**src/rtl/cpu_ctrl_pkg.sv**
```systemverilog
package cpu_ctrl_pkg;
  localparam int PSW_W    = 8;
  localparam int PSW_IE   = 7;
  localparam int PSW_Z    = 6;
  localparam int PSW_RBS1 = 5;
  localparam int PSW_AC   = 4;
  localparam int PSW_RBS0 = 3;
  localparam int PSW_RSV  = 2;
  localparam int PSW_ISP  = 1;
  localparam int PSW_CY   = 0;
  localparam logic [PSW_W-1:0] PSW_RST = 8'h02;

  typedef enum logic [2:0] {
    PSW_HOLD, PSW_VEC, PSW_POP, PSW_ACK, PSW_EXPL, PSW_ALU
  } psw_sel_e;
endpackage

```
**src/rtl/cpu_pc_unit.sv**
```systemverilog
module cpu_pc_unit #(
  parameter int PC_W  = 16,
  parameter int LEN_W = 3
) (
  input  logic             clk_i,
  input  logic             rst_ni,
  input  logic             vec_load_i,
  input  logic [7:0]       vec_lo_i,
  input  logic [7:0]       vec_hi_i,
  input  logic             br_i,
  input  logic [PC_W-1:0]  br_tgt_i,
  input  logic             adv_i,
  input  logic [LEN_W-1:0] ilen_i,
  output logic [PC_W-1:0]  pc_o
);
  localparam int VEC_W = 16;

  logic [PC_W-1:0]  pc_q, pc_d;
  logic [VEC_W-1:0] vec_word;

  assign vec_word = {vec_hi_i, vec_lo_i};

  always_comb begin
    pc_d = pc_q;
    if (vec_load_i)  pc_d = PC_W'(vec_word);
    else if (br_i)   pc_d = br_tgt_i;
    else if (adv_i)  pc_d = pc_q + PC_W'(ilen_i);
  end

  always_ff @(posedge clk_i or negedge rst_ni) begin
    if (!rst_ni) pc_q <= '0;
    else         pc_q <= pc_d;
  end

  assign pc_o = pc_q;
endmodule

```
**src/rtl/cpu_psw_arb.sv**
```systemverilog
module cpu_psw_arb
  import cpu_ctrl_pkg::*;
(
  input  logic     vec_load_i,
  input  logic     pop_i,
  input  logic     irq_ack_i,
  input  logic     ei_i,
  input  logic     di_i,
  input  logic     sel_bank_i,
  input  logic     alu_we_i,
  output psw_sel_e sel_o
);
  always_comb begin
    if (vec_load_i)                    sel_o = PSW_VEC;
    else if (pop_i)                    sel_o = PSW_POP;
    else if (irq_ack_i)                sel_o = PSW_ACK;
    else if (ei_i || di_i || sel_bank_i) sel_o = PSW_EXPL;
    else if (alu_we_i)                 sel_o = PSW_ALU;
    else                               sel_o = PSW_HOLD;
  end
endmodule

```
**src/rtl/cpu_psw_unit.sv**
```systemverilog
module cpu_psw_unit
  import cpu_ctrl_pkg::*;
(
  input  logic             clk_i,
  input  logic             rst_ni,
  input  psw_sel_e         sel_i,
  input  logic [PSW_W-1:0] pop_data_i,
  input  logic             ei_i,
  input  logic             di_i,
  input  logic             sel_bank_i,
  input  logic [1:0]       bank_i,
  input  logic             alu_zero_i,
  input  logic             alu_ac_i,
  input  logic             alu_cy_i,
  output logic [PSW_W-1:0] psw_o
);
  logic [PSW_W-1:0] psw_q, psw_d;

  always_comb begin
    psw_d = psw_q;
    unique case (sel_i)
      PSW_VEC: psw_d = PSW_RST;
      PSW_POP: psw_d = pop_data_i;
      PSW_ACK: psw_d[PSW_IE] = 1'b0;
      PSW_EXPL: begin
        if (di_i)      psw_d[PSW_IE] = 1'b0;
        else if (ei_i) psw_d[PSW_IE] = 1'b1;
        if (sel_bank_i) begin
          psw_d[PSW_RBS1] = bank_i[1];
          psw_d[PSW_RBS0] = bank_i[0];
        end
      end
      PSW_ALU: begin
        psw_d[PSW_Z]  = alu_zero_i;
        psw_d[PSW_AC] = alu_ac_i;
        psw_d[PSW_CY] = alu_cy_i;
      end
      default: psw_d = psw_q;
    endcase
    psw_d[PSW_RSV] = 1'b0;  // reserved bit never stores a 1
  end

  always_ff @(posedge clk_i or negedge rst_ni) begin
    if (!rst_ni) psw_q <= PSW_RST;
    else         psw_q <= psw_d;
  end

  assign psw_o = psw_q;
endmodule

```
**src/rtl/cpu_ctrl_regs.sv**
```systemverilog
module cpu_ctrl_regs
  import cpu_ctrl_pkg::*;
#(
  parameter int PC_W  = 16,
  parameter int LEN_W = 3
) (
  input  logic             clk_i,
  input  logic             rst_ni,
  input  logic             vec_load_i,
  input  logic [7:0]       vec_lo_i,
  input  logic [7:0]       vec_hi_i,
  input  logic             br_i,
  input  logic [PC_W-1:0]  br_tgt_i,
  input  logic             adv_i,
  input  logic [LEN_W-1:0] ilen_i,
  input  logic             pop_i,
  input  logic [7:0]       pop_data_i,
  input  logic             irq_ack_i,
  input  logic             ei_i,
  input  logic             di_i,
  input  logic             sel_bank_i,
  input  logic [1:0]       bank_i,
  input  logic             alu_we_i,
  input  logic             alu_zero_i,
  input  logic             alu_ac_i,
  input  logic             alu_cy_i,
  output logic [PC_W-1:0]  pc_o,
  output logic [7:0]       psw_o,
  output logic [1:0]       bank_o
);
  psw_sel_e psw_sel;

  cpu_pc_unit #(.PC_W(PC_W), .LEN_W(LEN_W)) pc_i (
    .clk_i, .rst_ni, .vec_load_i, .vec_lo_i, .vec_hi_i,
    .br_i, .br_tgt_i, .adv_i, .ilen_i, .pc_o
  );

  cpu_psw_arb arb_i (
    .vec_load_i, .pop_i, .irq_ack_i, .ei_i, .di_i, .sel_bank_i, .alu_we_i,
    .sel_o(psw_sel)
  );

  cpu_psw_unit psw_i (
    .clk_i, .rst_ni, .sel_i(psw_sel), .pop_data_i, .ei_i, .di_i,
    .sel_bank_i, .bank_i, .alu_zero_i, .alu_ac_i, .alu_cy_i, .psw_o
  );

  assign bank_o = {psw_o[PSW_RBS1], psw_o[PSW_RBS0]};
endmodule

```
**config.mk**
```make
export PLATFORM = sky130hd
export DESIGN_NAME = cpu_ctrl_regs
export DESIGN_NICKNAME = d
export VERILOG_FILES = /design/src/rtl/cpu_ctrl_pkg.sv /design/src/rtl/cpu_pc_unit.sv /design/src/rtl/cpu_psw_arb.sv /design/src/rtl/cpu_psw_unit.sv /design/src/rtl/cpu_ctrl_regs.sv
export SDC_FILE = /design/constraint.sdc
export NUM_CORES = 1
export LEC_CHECK = 0
export ABC_CLOCK_PERIOD_IN_PS = 2600
export BUFFER_PORTS_ARGS = -buffer_cell sky130_fd_sc_hd__buf_2
export CAP_MARGIN = 20
export CORE_MARGIN = 5
export CORE_UTILIZATION = 45
export DETAILED_ROUTE_END_ITERATION = 12
export PLACE_DENSITY = 0.76
export SETUP_SLACK_MARGIN = 0.3
export SYNTH_ARGS = -nofsm -noshare
export SYNTH_HDL_FRONTEND = slang
export SYNTH_HIERARCHICAL = 1
export SYNTH_SLANG_ARGS = --single-unit
```
**constraint.sdc**
```tcl
create_clock -name clk_i -period 2.6 [get_ports clk_i]
set_clock_uncertainty 0.1 [all_clocks]
set_input_delay 0 -clock clk_i [delete_from_list [all_inputs] [get_ports clk_i]]
set_output_delay 0 -clock clk_i [all_outputs]
set_load 0.005 [all_outputs]
```
=== Word level (Yosys, flattened, before mapping) ===
Cells that the tools add are included.

* Flip-flop bits (word level): 23
* Bits in latches: 0
* Memory bits (writable): 0
* Bits in read-only memories: 0
* Input port bits: 59
* Output and inout bits: 26
* Logic and storage cells: 42
* Memories: 0

* Add/sub/neg operators: 1
* Multiply operators: 0
* Div/mod/pow operators: 0
* Magnitude comparators: 0
* Eq/ne operators: 7
* Shifts and indexed selects: 0
* Muxes and demuxes: 19
* Bitwise logic cells: 0
* Reduce and logical (&&, ||, !) cells: 10

{| class="wikitable"
|+ Operators by type and width
! operator !! number
|-
| $mux W16 || 3
|-
| $pmux W1 S3 || 6
|-
| $add A16 B3 Y16 || 1
|-
| $mux W3 || 5
|-
| $reduce_bool A3 Y1 || 4
|-
| $eq A3 B2 Y1 const B || 2
|-
| $eq A3 B3 Y1 const B || 2
|-
| $mux W1 || 4
|-
| $reduce_and A2 Y1 || 2
|-
| $eq A3 B1 Y1 const B || 1
|-
| $ne A3 B3 Y1 const B || 1
|-
| $logic_or A1 B1 Y1 || 2
|-
| $ne A2 B2 Y1 const B || 1
|-
| $pmux W1 S2 || 1
|-
| $reduce_bool A2 Y1 || 1
|-
| $reduce_or A2 Y1 || 1
|}

=== Longest topological paths before layout ===
Gate-level depths: netlist (run 1).

* Word-level depth: 10
* Gate-level depth with buffers: 6
* Gate-level depth less buffers: 6

=== Modules after synthesis ===
The synthesis (run 1) kept the hierarchy.

{| class="wikitable"
|+ Modules (own cells, without submodules)
! module !! times used !! cells each !! area an instance (µm²) !! sequential area each (µm²)
|-
| cpu_pc_unit || 1 || 152 || 1312.5 || 400.4
|-
| cpu_psw_unit || 1 || 53 || 479.2 || 176.4
|-
| cpu_psw_arb || 1 || 8 || 51.3 || 0.0
|-
| cpu_ctrl_regs || 1 || 2 || 15.0 || 0.0
|}

=== Worst setup path after synthesis (run 1) ===
No wires, ideal clock.

* Kind: register -> register
* From: register pc_i.pc_q[2], in the netlist pc_i/pc_o[2]
* To: register pc_i.pc_q[13], in the netlist pc_i/pc_o[13]
* Library setup time: 131 ps
* Data arrival time: 1611 ps
* Data required time: 2369 ps
* Setup slack: 758 ps
* Stages on the path, launching flop included: 6
* Buffers on the path: 0
* Period minus slack after synthesis: 1842 ps
* Cells stage by stage: dfrtp_1 -> ha_1 -> a21oi_2 -> a211oi_4 -> mux2i_1 -> or3_1

* Word-level cells in the longest chain between the ends: 4

{| class="wikitable"
|+ Ends and longest elaborated chain
! item !! line !! RTL
|-
| start: declaration || cpu_pc_unit.sv:18 || <nowiki>logic [PC_W-1:0] pc_q, pc_d;</nowiki>
|-
| start signal: assignment || cpu_pc_unit.sv:32 || <nowiki>else pc_q <= pc_d;</nowiki>
|-
| $add A16 B3 Y16 || cpu_pc_unit.sv:27 || <nowiki>else if (adv_i) pc_d = pc_q + PC_W'(ilen_i);</nowiki>
|-
| $mux W16 || cpu_pc_unit.sv:27 ||
|-
| $mux W16 || cpu_pc_unit.sv:26 || <nowiki>else if (br_i) pc_d = br_tgt_i;</nowiki>
|-
| $mux W16 || cpu_pc_unit.sv:25 || <nowiki>if (vec_load_i) pc_d = PC_W'(vec_word);</nowiki>
|}

No other way between the ends. The select of a mux whose other input is x is not followed.
A chain may end at the register's enable or synchronous reset.

=== Worst setup path in the final report (run 1) ===
* From: input port di_i
* To: register psw_i.psw_q[7], in the netlist psw_i/psw_o[7]

* Word-level cells in the longest chain between the ends: 10
* Elaborated cells between the ends (all ways): 16
* Classes of those cells: eq/ne (5); mux (6); reduce/logical (5)

{| class="wikitable"
|+ Ends and longest elaborated chain
! item !! line !! RTL
|-
| start: declaration || cpu_ctrl_regs.sv:20 || <nowiki>input logic di_i,</nowiki>
|-
| $logic_or A1 B1 Y1 (*) (2 in series) || cpu_psw_arb.sv:17 || <nowiki>else if (ei_i || di_i || sel_bank_i) sel_o = PSW_EXPL;</nowiki>
|-
| $mux W3 (*) || cpu_psw_arb.sv:17 ||
|-
| $mux W3 (*) || cpu_psw_arb.sv:16 || <nowiki>else if (irq_ack_i) sel_o = PSW_ACK;</nowiki>
|-
| $mux W3 (*) || cpu_psw_arb.sv:15 || <nowiki>else if (pop_i) sel_o = PSW_POP;</nowiki>
|-
| $mux W3 (*) || cpu_psw_arb.sv:14 || <nowiki>if (vec_load_i) sel_o = PSW_VEC;</nowiki>
|-
| net psw_sel[2] || cpu_ctrl_regs.sv:31 || <nowiki>psw_sel_e psw_sel;</nowiki>
|-
| $eq A3 B1 Y1 or $eq A3 B2 Y1 (tied branches) || cpu_psw_unit.sv:21 || <nowiki>unique case (sel_i)</nowiki>
|-
| $reduce_or A2 Y1 (no line) || n/a ||
|-
| $reduce_bool A3 Y1 (no line) || n/a ||
|-
| $reduce_and A2 Y1 (no line) || n/a ||
|-
| end signal: assignment || cpu_psw_unit.sv:45 || <nowiki>else psw_q <= psw_d;</nowiki>
|-
| end: declaration || cpu_psw_unit.sv:17 || <nowiki>logic [PSW_W-1:0] psw_q, psw_d;</nowiki>
|}

The timed path passes the listed nets; every way through them passes the cells marked *.

==> run metrics, run 1 <==
largest net degree at the start of global routing 41; Pre-antenna DRT Iters 4; Slew Limit Fails 0; DRT antenna net count 0; Max VDD drop 0.234 mV; Top FF cell, synth dfrtp_1; total number of vias 2057; hold slack -0.0273 ns; CTS tree yes; Final Cycle Share 0.816; # IOs 85; Worst Path Max Fanout 9; Hold Path Origin br_tgt_i[1]; clock sink count 23; Core Footprint 4000 um2; WP buf/inv 2; DRT iter0 DRCs 67; sequential fraction of the synthesis area 0.310; Worst R2R End pc_i/pc_o[13]; Slowest-stage cell, CP a2111oi_2; complex-gate fraction of the synthesized area 0.250; P_int 0.696 mW; # DRC 0; RSZ-0062 raised after global routing no; Rel. slew slack 0.410; global placer's final weighted congestion 0.790; vias in the first global route 2027; failing checks negative hold slack; vias per cell 5.47; gr usage total 0.209; Reg2Reg Depth 5; Worst-Skew Late Latency 0.26 ns; Max Fclk 471 MHz; startpoint types input port; Die Span Y 74.3 um; adder-cell share of the synthesized area 0.0310; nets@finish 390; Core Util, Final 0.675; Comb power frac 0.349; mux share of post-synthesis cell area 0.0323; status finished, violations left; overall power 1.03 mW; area grow syn2layout 45.3%; CTS max path bufs 2; CP cell instances buf_2 -> nor3_1 -> a2111oi_2 -> a21oi_1 -> o32a_1 -> dlygate4sd3_1 -> o2bb2ai_1; final setup margin 0.478 ns; Crit path max-delay family compound AO/OA/AOI/OAI gates; Worst Path Class, Setup in2reg; Reg-to-Reg Start pc_i/pc_o[2]; slowest stage delay, CP 0.83 ns; sequential power share 0.427; CTS clk-pin slew, worst paths 0.09 ns; Switch Pwr 0.332 mW; Leak 1.21 nW; diode count 0; row cnt 23; worst hold endpoint pc_i/pc_o[1]; Synth Area per Inst 8.64 um2; Crit. End Element register; yosys warns 6; CTS H-Tree Depth 1; ratio of cells with drive above 1 in the final layout 0.310; Final Critical Period 2.12 ns; Simple-Gate Fraction of Synth Area 0.268; Sw Ratio 0.323; Power per Cell Area 381 nW/um2; met1 Track Usage GR 0.255; DRT Wirelength 5.61 mm; hpwl dp 3.54 mm; Worst-Margin Slew 0.884 ns; flop2flop setup slack 0.62 ns; max_cap viols 0; GR Util met2 0.384; antenna violations before repair 0; XOR/XNOR Fraction of Synth Area 0.0424; CTS root buf clkbuf_8; EDFF count, synth 0; Post-Syn Nets 278; cells after synthesis 215; initial core utilization 0.464; Netlist cell types 54; cell depth of the worst min-delay path 3; total global routing overflow 0; first-pass GRT wire length 9.07 mm; FFs w/ async S/R, synth 1.00; Worst Path Required 2.68 ns; largest family of logic cells by synthesized area simple AND/OR/NAND/NOR gates; Wirelength per Cell 14.9 um; Inserted Clock Buffers 3; Post-Syn Area 1860 um2; met3 Usage GRT 0.0338; Worst Hold Class in2reg; Clock Power Share 0.225; Final Setup Violations 0; Sum Neg Setup Slack 0 ns; Yosys reg bits 23; I/O Buffers 82; DP Worst Slack 0.625 ns; Worst EP arrival 2.21 ns; Final Hold Fails 1; Die ar. 5510 um2; Die Wd 74.3 um; busiest layer in global routing met2
-- cell usage after synthesis, drive strengths merged (4+ instances only) --
cell type	instances	area share
a21oi	29	0.080
dfrtp	22	0.30
nand2	19	0.038
buf	13	0.042
nor3b	11	0.044
nand3	10	0.030
o221ai	10	0.047
nor2	9	0.018
nor2b	9	0.030
inv	7	0.014
xnor2	7	0.033
mux2i	6	0.032
nor3	6	0.016
o21ai	5	0.013
clkbuf	4	0.0081
-- routing by layer --
| layer | vias to the layer above | wire length (um) |
|---|---|---|
| li1 | 1014 | - |
| met1 | 946 | 2260 |
| met2 | 91 | 2810 |
| met3 | 6 | 488 |
| met4 | 0 | 58 |
| met5 | - | 0 |
-- cells in the final DEF, fill, tap and decap left out, types with 3 or more instances in the layout --
master and n:
nor2b_1 9, o221ai_1 10, a21oi_1 28, and2b_1 3, nor2_1 9, nand3_1 9, nand2_1 19, nor3b_1 11
mux2i_1 6, a22oi_1 3, xnor2_1 7, inv_1 7, buf_2 82, dlygate4sd3_1 39, buf_4 3, nor3_1 6
clkbuf_8 3, a2111oi_2 3, dfrtp_1 22, o21ai_0 4
-- power groups by stage --
stage / Combinational [mW] / Sequential (mW) / Clock, mW
floorplan: 0.183 / 0.444 / 0
finish: 0.359 / 0.439 / 0.231
global route: 0.399 / 0.447 / 0.250
detailed placement: 0.299 / 0.446 / 0
CTS: 0.354 / 0.439 / 0.236
global placement: 0.294 / 0.444 / 0
-- worst max-delay path by stage --
stage,end,from,depth (start not counted)
after global routing,psw_i/psw_o[6],di_i,7
after detailed placement,pc_i/pc_o[13],pc_i/pc_o[2],5
after global placement,pc_i/pc_o[8],pc_i/pc_o[0],6
after CTS,pc_i/pc_o[1],pc_i/pc_o[0],7
after floorplan,pc_i/pc_o[13],pc_i/pc_o[2],5
final,psw_i/psw_o[7],di_i,7
-- cell families after synthesis --
| logic type | count (synthesis) |
|---|---|
| xor gates and xnor gates | 9 |
| buffers and inverters | 24 |
| and+or+nand+nor | 84 |
| muxes | 6 |
| adders and majority gates | 4 |
| AOI/OAI and AO/OA | 64 |
| other | 1 |
| DFF | 23 |
-- sequential cells by signal, indices dropped and copies added, names as in the netlist --
| signal | flops |
|---|---|
| pc_i/pc_o | 16 |
| psw_i/psw_o | 7 |
-- area by class of cell --
class | instances | area [um2]
fillers | 312 | 1300
well taps | 50 | 62.6
repair buffers | 124 | 823
multi-input cells | 168 | 1160
flip-flops and latches | 23 | 577
clock buffers | 4 | 45.0
inverters | 7 | 26.3
-- worst register-to-register path, delay by kind of cell, from the launching register on --
kind,cells,cell delay (ns)
compound gates,1,0.31
flops,1,0.40
simple gates,2,0.57
mux,1,0.10
fa+ha+maj,1,0.38
-- repair_timing --
item                                   4_1_cts  5_1_grt
endpoints found under the hold margin       45        0
setup endpoints to repair                    0        1
hold buffers                                40        0
setup buffers                                0        1
resized for setup                            0        1
-- per-stage QoR --
| step | hold WS, ns | cells | instance area (um2) |
|---|---|---|---|
| after floorplan | -0.396 | 215 | 1860 |
| after global placement | -0.0821 | 332 | 2250 |
| after detailed placement | -0.0776 | 332 | 2250 |
| after CTS | 0.0237 | 376 | 2700 |
| after global routing | 0.0153 | 376 | 2700 |
| final | -0.0273 | 376 | 2700 |
(Power assumes the default switching activity.)
==> run 2: changes to the inputs <==
--- a/config.mk
+++ b/config.mk
@@ -5,13 +5,14 @@
 export SDC_FILE = /design/constraint.sdc
 export NUM_CORES = 1
 export LEC_CHECK = 0
-export ABC_CLOCK_PERIOD_IN_PS = 2600
+export ABC_AREA = 1
+export ABC_CLOCK_PERIOD_IN_PS = 2050
 export BUFFER_PORTS_ARGS = -buffer_cell sky130_fd_sc_hd__buf_2
 export CAP_MARGIN = 20
 export CORE_MARGIN = 5
 export CORE_UTILIZATION = 45
 export DETAILED_ROUTE_END_ITERATION = 12
-export PLACE_DENSITY = 0.76
+export PLACE_DENSITY = 0.75
 export SETUP_SLACK_MARGIN = 0.3
 export SYNTH_ARGS = -nofsm -noshare
 export SYNTH_HDL_FRONTEND = slang
==> constraint.sdc (replaced) <==
create_clock -name clk_i -period 2.05 [get_ports clk_i]
set_clock_uncertainty 0.1 [all_clocks]
set_input_delay 0 -clock clk_i [delete_from_list [all_inputs] [get_ports clk_i]]
set_output_delay 0 -clock clk_i [all_outputs]
set_load 0.005 [all_outputs]
==> run 2 against run 1 <==
Effect of this change:
- the run now ends clean
- core utilization up 1.8 points
- register-to-register slack worse by 0.36 ns
- first-iteration DRC count up 52%
- combinational power up 57%
- routed wire length up 13%
- worst setup slack worse by 0.21 ns
==> run metrics, run 2 <==
# IOs 85 (unchanged); Worst-Margin Slew 0.721 ns (-0.163 ns); hold slack 0.0150 ns (+0.0423 ns); nets@finish 500 (+28%); most common cell after layout, fill and taps aside nand2_1; Die ar. 5800 um2 (+5.2%); Worst-Skew Late Latency 0.27 ns (about the same); synth cell count leaders nand2_1 (95), nor2_1 (37), inv_1 (33), nand3_1 (32), dfrtp_1 (22); CTS root buf clkbuf_8; Max Fclk 560 MHz; DRT Wirelength 6.32 mm (+13%); vias in the first global route 2380 (+17%); CTS max path bufs 2 (unchanged); Leak 1.64 nW (+35%); RSZ-0062 raised after global routing yes; DRT iter0 DRCs 102 (+52%); Core Footprint 4290 um2 (+7.4%); Post-Syn Nets 374 (+35%); Reg2Reg Depth 10 (+5); area grow syn2layout 51.0%; max reg flops 16 (unchanged); DRT antenna net count 0 (unchanged); I/O Buffers 82 (unchanged); Pre-antenna DRT Iters 4 (unchanged); Worst Path Required 2.12 ns (-0.56 ns); Post-Syn Area 1970 um2 (+6.1%); largest net degree at the start of global routing 24 (-41%); cell taking the most area after synthesis dfrtp_1; total number of vias 2461 (+20%); EDFF count, synth 0 (unchanged); row cnt 24 (+4.3%); # DRC 0 (unchanged); initial core utilization 0.459 (-0.00558); busiest layer in global routing met2; cell depth of the worst min-delay path 4 (+1); sequential fraction of the synthesis area 0.293 (-0.0177); commonest non-fill, non-tap cells in the layout nand2_1 (89), buf_2 (82), dlygate4sd3_1 (45), nor2_1 (36), inv_1 (33); most frequent cell after synthesis nand2_1; Final Cycle Share 0.871; Crit. End Element register; ranking of synthesized cells by area dfrtp_1 (28%), nand2_1 (18%), nand3_1 (8.1%); Netlist cell types 32 (-41%); Fill cells 367 (+18%); cells after synthesis 311 (+45%); register area 577 um2 (unchanged); CTS H-Tree Depth 1 (unchanged); startpoint types register; first-pass GRT wire length 10.5 mm (+16%); Worst Path Max Fanout 4 (-5); Sum Neg Setup Slack 0 ns (unchanged); Worst EP arrival 1.86 ns (-0.35 ns); CTS tree yes; Multi-input gate area 1240 um2 (+6.7%); antenna violations before repair 0 (unchanged); Yosys reg bits 23 (unchanged); Worst Path Class, Setup reg2reg; Rel. slew slack 0.518 (+0.108); clock sink count 23 (unchanged); ratio of cells with drive above 1 in the final layout 0.303 (-0.00706); total global routing overflow 0 (unchanged); met3 Usage GRT 0.0449 (+0.0111); gr usage total 0.214 (+0.00518); GR Util met2 0.382 (-0.00201); Worst R2R End pc_i/pc_o[4]; Inserted Clock Buffers 3 (unchanged); global placer's final weighted congestion 0.806 (+2.1%); hpwl dp 4.13 mm (+17%); Worst Hold Class in2reg; met1 Track Usage GR 0.243 (-0.0118); Synth Area per Inst 6.34 um2 (-27%); Reg-to-Reg Start pc_i/pc_o[0]; diode count 0 (unchanged); FFs w/ async S/R, synth 1.00 (unchanged); Final Hold Fails 0 (-1); Final Critical Period 1.79 ns; Max VDD drop 0.250 mV (+6.6%); yosys warns 6 (unchanged); Power per Cell Area 478 nW/um2 (+25%); Final Setup Violations 0 (unchanged); Slew Limit Fails 0 (unchanged); top-area cell type share of the netlist area 0.279 (-0.0169); Die Wd 76.2 um (+2.6%); vias per cell 5.04 (-7.8%); Die Span Y 76.2 um (+2.6%); max_cap viols 0 (unchanged); CTS clk-pin slew, worst paths 0.09 ns (about the same); worst hold endpoint psw_i/psw_o[3]; flop2flop setup slack 0.26 ns (-0.36 ns); Hold Path Origin sel_bank_i; status finished, final reports clean; Top FF cell, synth dfrtp_1; Wirelength per Cell 13.0 um (-13%)
-- run 2: cell count changes after synthesis, sizes merged, moves of 11 or more --
| cell | delta |
|---|---|
| a21oi | -17 |
| nor2 | +36 |
| nand3 | +23 |
| o21ai | +14 |
| nor3b | -11 |
| nand2 | +86 |
| inv | +32 |
-- run 2: per-layer routing --
metal / wire length [um] / part of all wire
met1: 2540 / 0.40
met3: 364 / 0.058
met2: 3270 / 0.52
met4: 140 / 0.022
met5: 0 / 0
-- run 2: worst max-delay path by stage --
| stage | startpoint | end | slack, ns | cells past startpoint |
|---|---|---|---|---|
| 3_3_place_gp | pc_i/pc_o[0] | pc_i/pc_o[14] | 0.23 | 10 |
| 4_1_cts | pc_i/pc_o[0] | pc_i/pc_o[10] | 0.30 | 10 |
| 5_1_grt | pc_i/pc_o[0] | pc_i/pc_o[4] | 0.17 | 10 |
| 3_5_place_dp | pc_i/pc_o[0] | pc_i/pc_o[14] | 0.20 | 10 |
| 6_report | pc_i/pc_o[0] | pc_i/pc_o[4] | 0.26 | 10 |
| 2_1_floorplan | pc_i/pc_o[0] | pc_i/pc_o[10] | 0.31 | 10 |
-- run 2: metrics by stage --
stage | utilization | cell area, um2 | total power [mW] | std cells | setup WS (ns)
2_1_floorplan | - | 1970 | 0.839 | 311 | 0.307
3_3_place_gp | 0.551 | 2370 | 0.994 | 434 | 0.230
3_5_place_dp | 0.551 | 2370 | 1.00 | 434 | 0.199
4_1_cts | 0.671 | 2880 | 1.38 | 484 | 0.302
5_1_grt | 0.693 | 2980 | 1.53 | 488 | 0.167
6_report | 0.693 | 2980 | 1.42 | 488 | 0.265
-- run 2: power by group --
part	internal, mW	switching (mW)
Clock	0.136	0.158
Sequential	0.503	0.0609
Combinational	0.267	0.297
-- run 2: timing repair --
action,in CTS,in global routing
setup endpoints to repair,6,12
gates cloned,0,1
hold endpoints to repair,46,0
hold buffers,45,0
setup buffers,1,3
pin swaps,0,9
gates resized for setup,4,13
-- run 2: kinds of logic (layout without fill, tap and decap cells) --
logic type               after synthesis  in the layout  synth area share
flip-flops                            23             23             0.293
AO/OA/AOI/OAI                         38             38             0.107
other                                  1              1           0.00190
AND/OR/NAND/NOR                      191            192             0.441
buffers and inverters                 52            176             0.119
XOR/XNOR                               2              2           0.00889
adder cells (fa/ha/maj)                4              4            0.0292
-- run 2: layout make-up --
cell class,instances,area share
multi-input combinational,237,0.417
timing repair buffer,131,0.299
sequential,23,0.194
inverter,41,0.0521
tap,52,0.0219
clock buffer,3,0.0139
clock inverter,1,0.00168
-- run 2: worst max-delay path, cell delays in order, from the launching register on --
cell     delay, ns
dfrtp_1       0.40
ha_2          0.20
fa_2          0.42
nand3_2       0.11
nand2_4       0.08
nor2_2        0.12
a21oi_1       0.05
nand2_1       0.06
nand3_1       0.06
nand2_1       0.06
nand2_1       0.04
==> run 3: changes to the inputs <==
--- a/config.mk
+++ b/config.mk
@@ -10,10 +10,11 @@
 export BUFFER_PORTS_ARGS = -buffer_cell sky130_fd_sc_hd__buf_2
 export CAP_MARGIN = 20
 export CORE_MARGIN = 5
-export CORE_UTILIZATION = 45
+export CORE_UTILIZATION = 48
 export DETAILED_ROUTE_END_ITERATION = 12
-export PLACE_DENSITY = 0.75
+export PLACE_DENSITY = 0.8
 export SETUP_SLACK_MARGIN = 0.3
+export SLEW_MARGIN = 20
 export SYNTH_ARGS = -nofsm -noshare
 export SYNTH_HDL_FRONTEND = slang
 export SYNTH_HIERARCHICAL = 1
==> run 3 against run 2 <==
Effect of this change:
- sequential share of layout area rose by 0.16 points
- clock power is 1% higher
- count of clock-buffer cells in the layout stayed put
- critical path type unchanged
- critical endpoint is now pc_i/pc_o[10]
- worst hold slack worse by 0.011 ns
- core utilization is 4.7 points higher
==> run metrics, run 3 (synthesis results as in run 2) <==
status finished, final reports clean; Die Wd 74.1 um (-2.8%); Max VDD drop 0.241 mV (-3.6%); Die Span Y 74.1 um (-2.8%); flop2flop setup slack 0.26 ns (about the same); worst hold endpoint pc_i/pc_o[14]; RSZ-0062 raised after global routing yes; hold slack 0.00393 ns (-0.0111 ns); DRT Wirelength 6.55 mm (+3.7%); Final Hold Fails 0 (unchanged); startpoint types register; # IOs 85 (unchanged); initial core utilization 0.493 (+0.0337); total global routing overflow 0 (unchanged); Worst-Margin Slew 0.679 ns (-0.0419 ns); Final Critical Period 1.79 ns (+0.00598 ns); slowest stage delay, CP 0.42 ns (about the same); Reg2Reg Depth 10 (unchanged); max reg flops 16 (unchanged); Leak 1.62 nW (-0.94%); Worst-Skew Late Latency 0.27 ns (about the same); antenna violations before repair 0 (unchanged); row cnt 23 (-4.2%); largest net degree at the start of global routing 24 (unchanged); overall power 1.42 mW (-0.18%); Switch Pwr 0.523 mW (+1.4%); clock sink count 23 (unchanged); Worst Path Max Fanout 4 (unchanged); Worst R2R End pc_i/pc_o[10]; cell depth of the worst min-delay path 5 (+1); commonest non-fill, non-tap cells in the layout nand2_1 (89), buf_2 (82), dlygate4sd3_1 (43), nor2_1 (35), inv_1 (33); Post-DP Area 2370 um2 (+0.21%); Hold Path Origin vec_hi_i[6]; Worst Path Required 2.11 ns (about the same); vias per cell 5.16 (+2.4%); P_int 0.896 mW (-1.1%); first-pass GRT wire length 10.2 mm (-3.7%); max_cap viols 0 (unchanged); Sum Neg Setup Slack 0 ns (unchanged); most common cell after layout, fill and taps aside nand2_1; Worst EP arrival 1.85 ns (about the same); CTS clk-pin slew, worst paths 0.09 ns (about the same); global placer's final weighted congestion 0.809 (+0.26%); Die ar. 5490 um2 (-5.4%); Reg-to-Reg Start pc_i/pc_o[0]; DRT antenna net count 0 (unchanged); Power per Cell Area 480 nW/um2 (+0.41%); area grow syn2layout 50.2%; Sw Ratio 0.368 (+0.00561); Comb power frac 0.392 (-0.005); ratio of cells with drive above 1 in the final layout 0.313 (+0.00975); Worst Hold Class in2reg; CTS tree yes; CP cell instances ha_4 -> fa_2 -> nand2_2 -> nand2_2 -> nand2_4 -> nor2_4 -> nand3b_1 -> nand3_1 -> nand2_1 -> nand3_1; Worst Path Class, Setup reg2reg; Pre-antenna DRT Iters 5 (+1); # DRC 0 (unchanged); Final Setup Violations 0 (unchanged); I/O Buffers 82 (unchanged); Slowest-stage cell, CP fa_2; total number of vias 2489 (+1.1%); Rel. slew slack 0.546 (+0.0280); Core Footprint 4000 um2 (-6.8%); Inserted Clock Buffers 3 (unchanged); nets@finish 496 (-0.80%); Final Cycle Share 0.874 (+0.00292); Final Cell Area 2960 um2 (-0.59%); gr usage total 0.236 (+0.0218); CTS max path bufs 2 (unchanged); CTS H-Tree Depth 1 (unchanged); diode count 0 (unchanged); vias in the first global route 2300 (-3.4%); hpwl dp 4.16 mm (+0.61%); Clock Power Share 0.210 (+0.003); DRT iter0 DRCs 146 (+43%); Max Fclk 558 MHz (-0.33%); sequential power share 0.398 (about the same); CTS root buf clkbuf_8; Wirelength per Cell 13.6 um (+4.9%); Slew Limit Fails 0 (unchanged); Crit. End Element register
-- run 3: worst max-delay path by stage --
stage                       from             to  slack [ns]  cells after the start
floorplan           pc_i/pc_o[0]  pc_i/pc_o[10]        0.31                     10
global placement    pc_i/pc_o[0]  pc_i/pc_o[14]        0.24                     10
detailed placement  pc_i/pc_o[0]  pc_i/pc_o[14]        0.19                     10
CTS                 pc_i/pc_o[0]  pc_i/pc_o[10]        0.31                     10
global route        pc_i/pc_o[0]  pc_i/pc_o[10]        0.15                     10
finish              pc_i/pc_o[0]  pc_i/pc_o[10]        0.26                     10
-- run 3: area by class of cell --
type,count,area (um2)
repair buffers,127,856
multi-input cells,237,1260
inverters,41,155
fillers,335,1040
clock inverters,1,5.00
clock buffers,3,41.3
flip-flops and latches,23,578
well taps,50,62.6
-- run 3: what timing repair did --
| action | CTS | global route |
|---|---|---|
| buffers inserted | 1 | 0 |
| endpoints found under the hold margin | 46 | 0 |
| hold buffers | 43 | 0 |
| pin swaps | 0 | 11 |
| gates cloned | 0 | 1 |
| endpoints found under the setup margin | 6 | 13 |
| resized for setup | 4 | 19 |
-- run 3: power by group through the flow --
stage	registers, mW	logic [mW]	clock network [mW]
floorplan	0.561	0.279	0
global placement	0.565	0.428	0
detailed placement	0.566	0.437	0
global route	0.573	0.618	0.324
finish	0.565	0.556	0.298
CTS	0.558	0.509	0.300
-- run 3: metal layers --
layer / GRT usage / share of wire
met5: 0 / 0
met1: 0.281 / 0.39
met3: 0.0270 / 0.077
met4: 0.0785 / 0.017
met2: 0.436 / 0.52
-- run 3: stage by stage --
stage | std cells | setup slack, ns | utilization
2_1_floorplan | 311 | 0.307 | -
3_3_place_gp | 433 | 0.238 | 0.593
3_5_place_dp | 433 | 0.194 | 0.593
4_1_cts | 481 | 0.307 | 0.716
5_1_grt | 482 | 0.155 | 0.740
6_report | 482 | 0.259 | 0.740
-- run 3: worst max-delay path: cells and delay by family, from the launching register on --
| family | cells | cell delay, ns |
|---|---|---|
| flops | 1 | 0.41 |
| fa+ha+maj | 2 | 0.60 |
| simple gates | 8 | 0.57 |
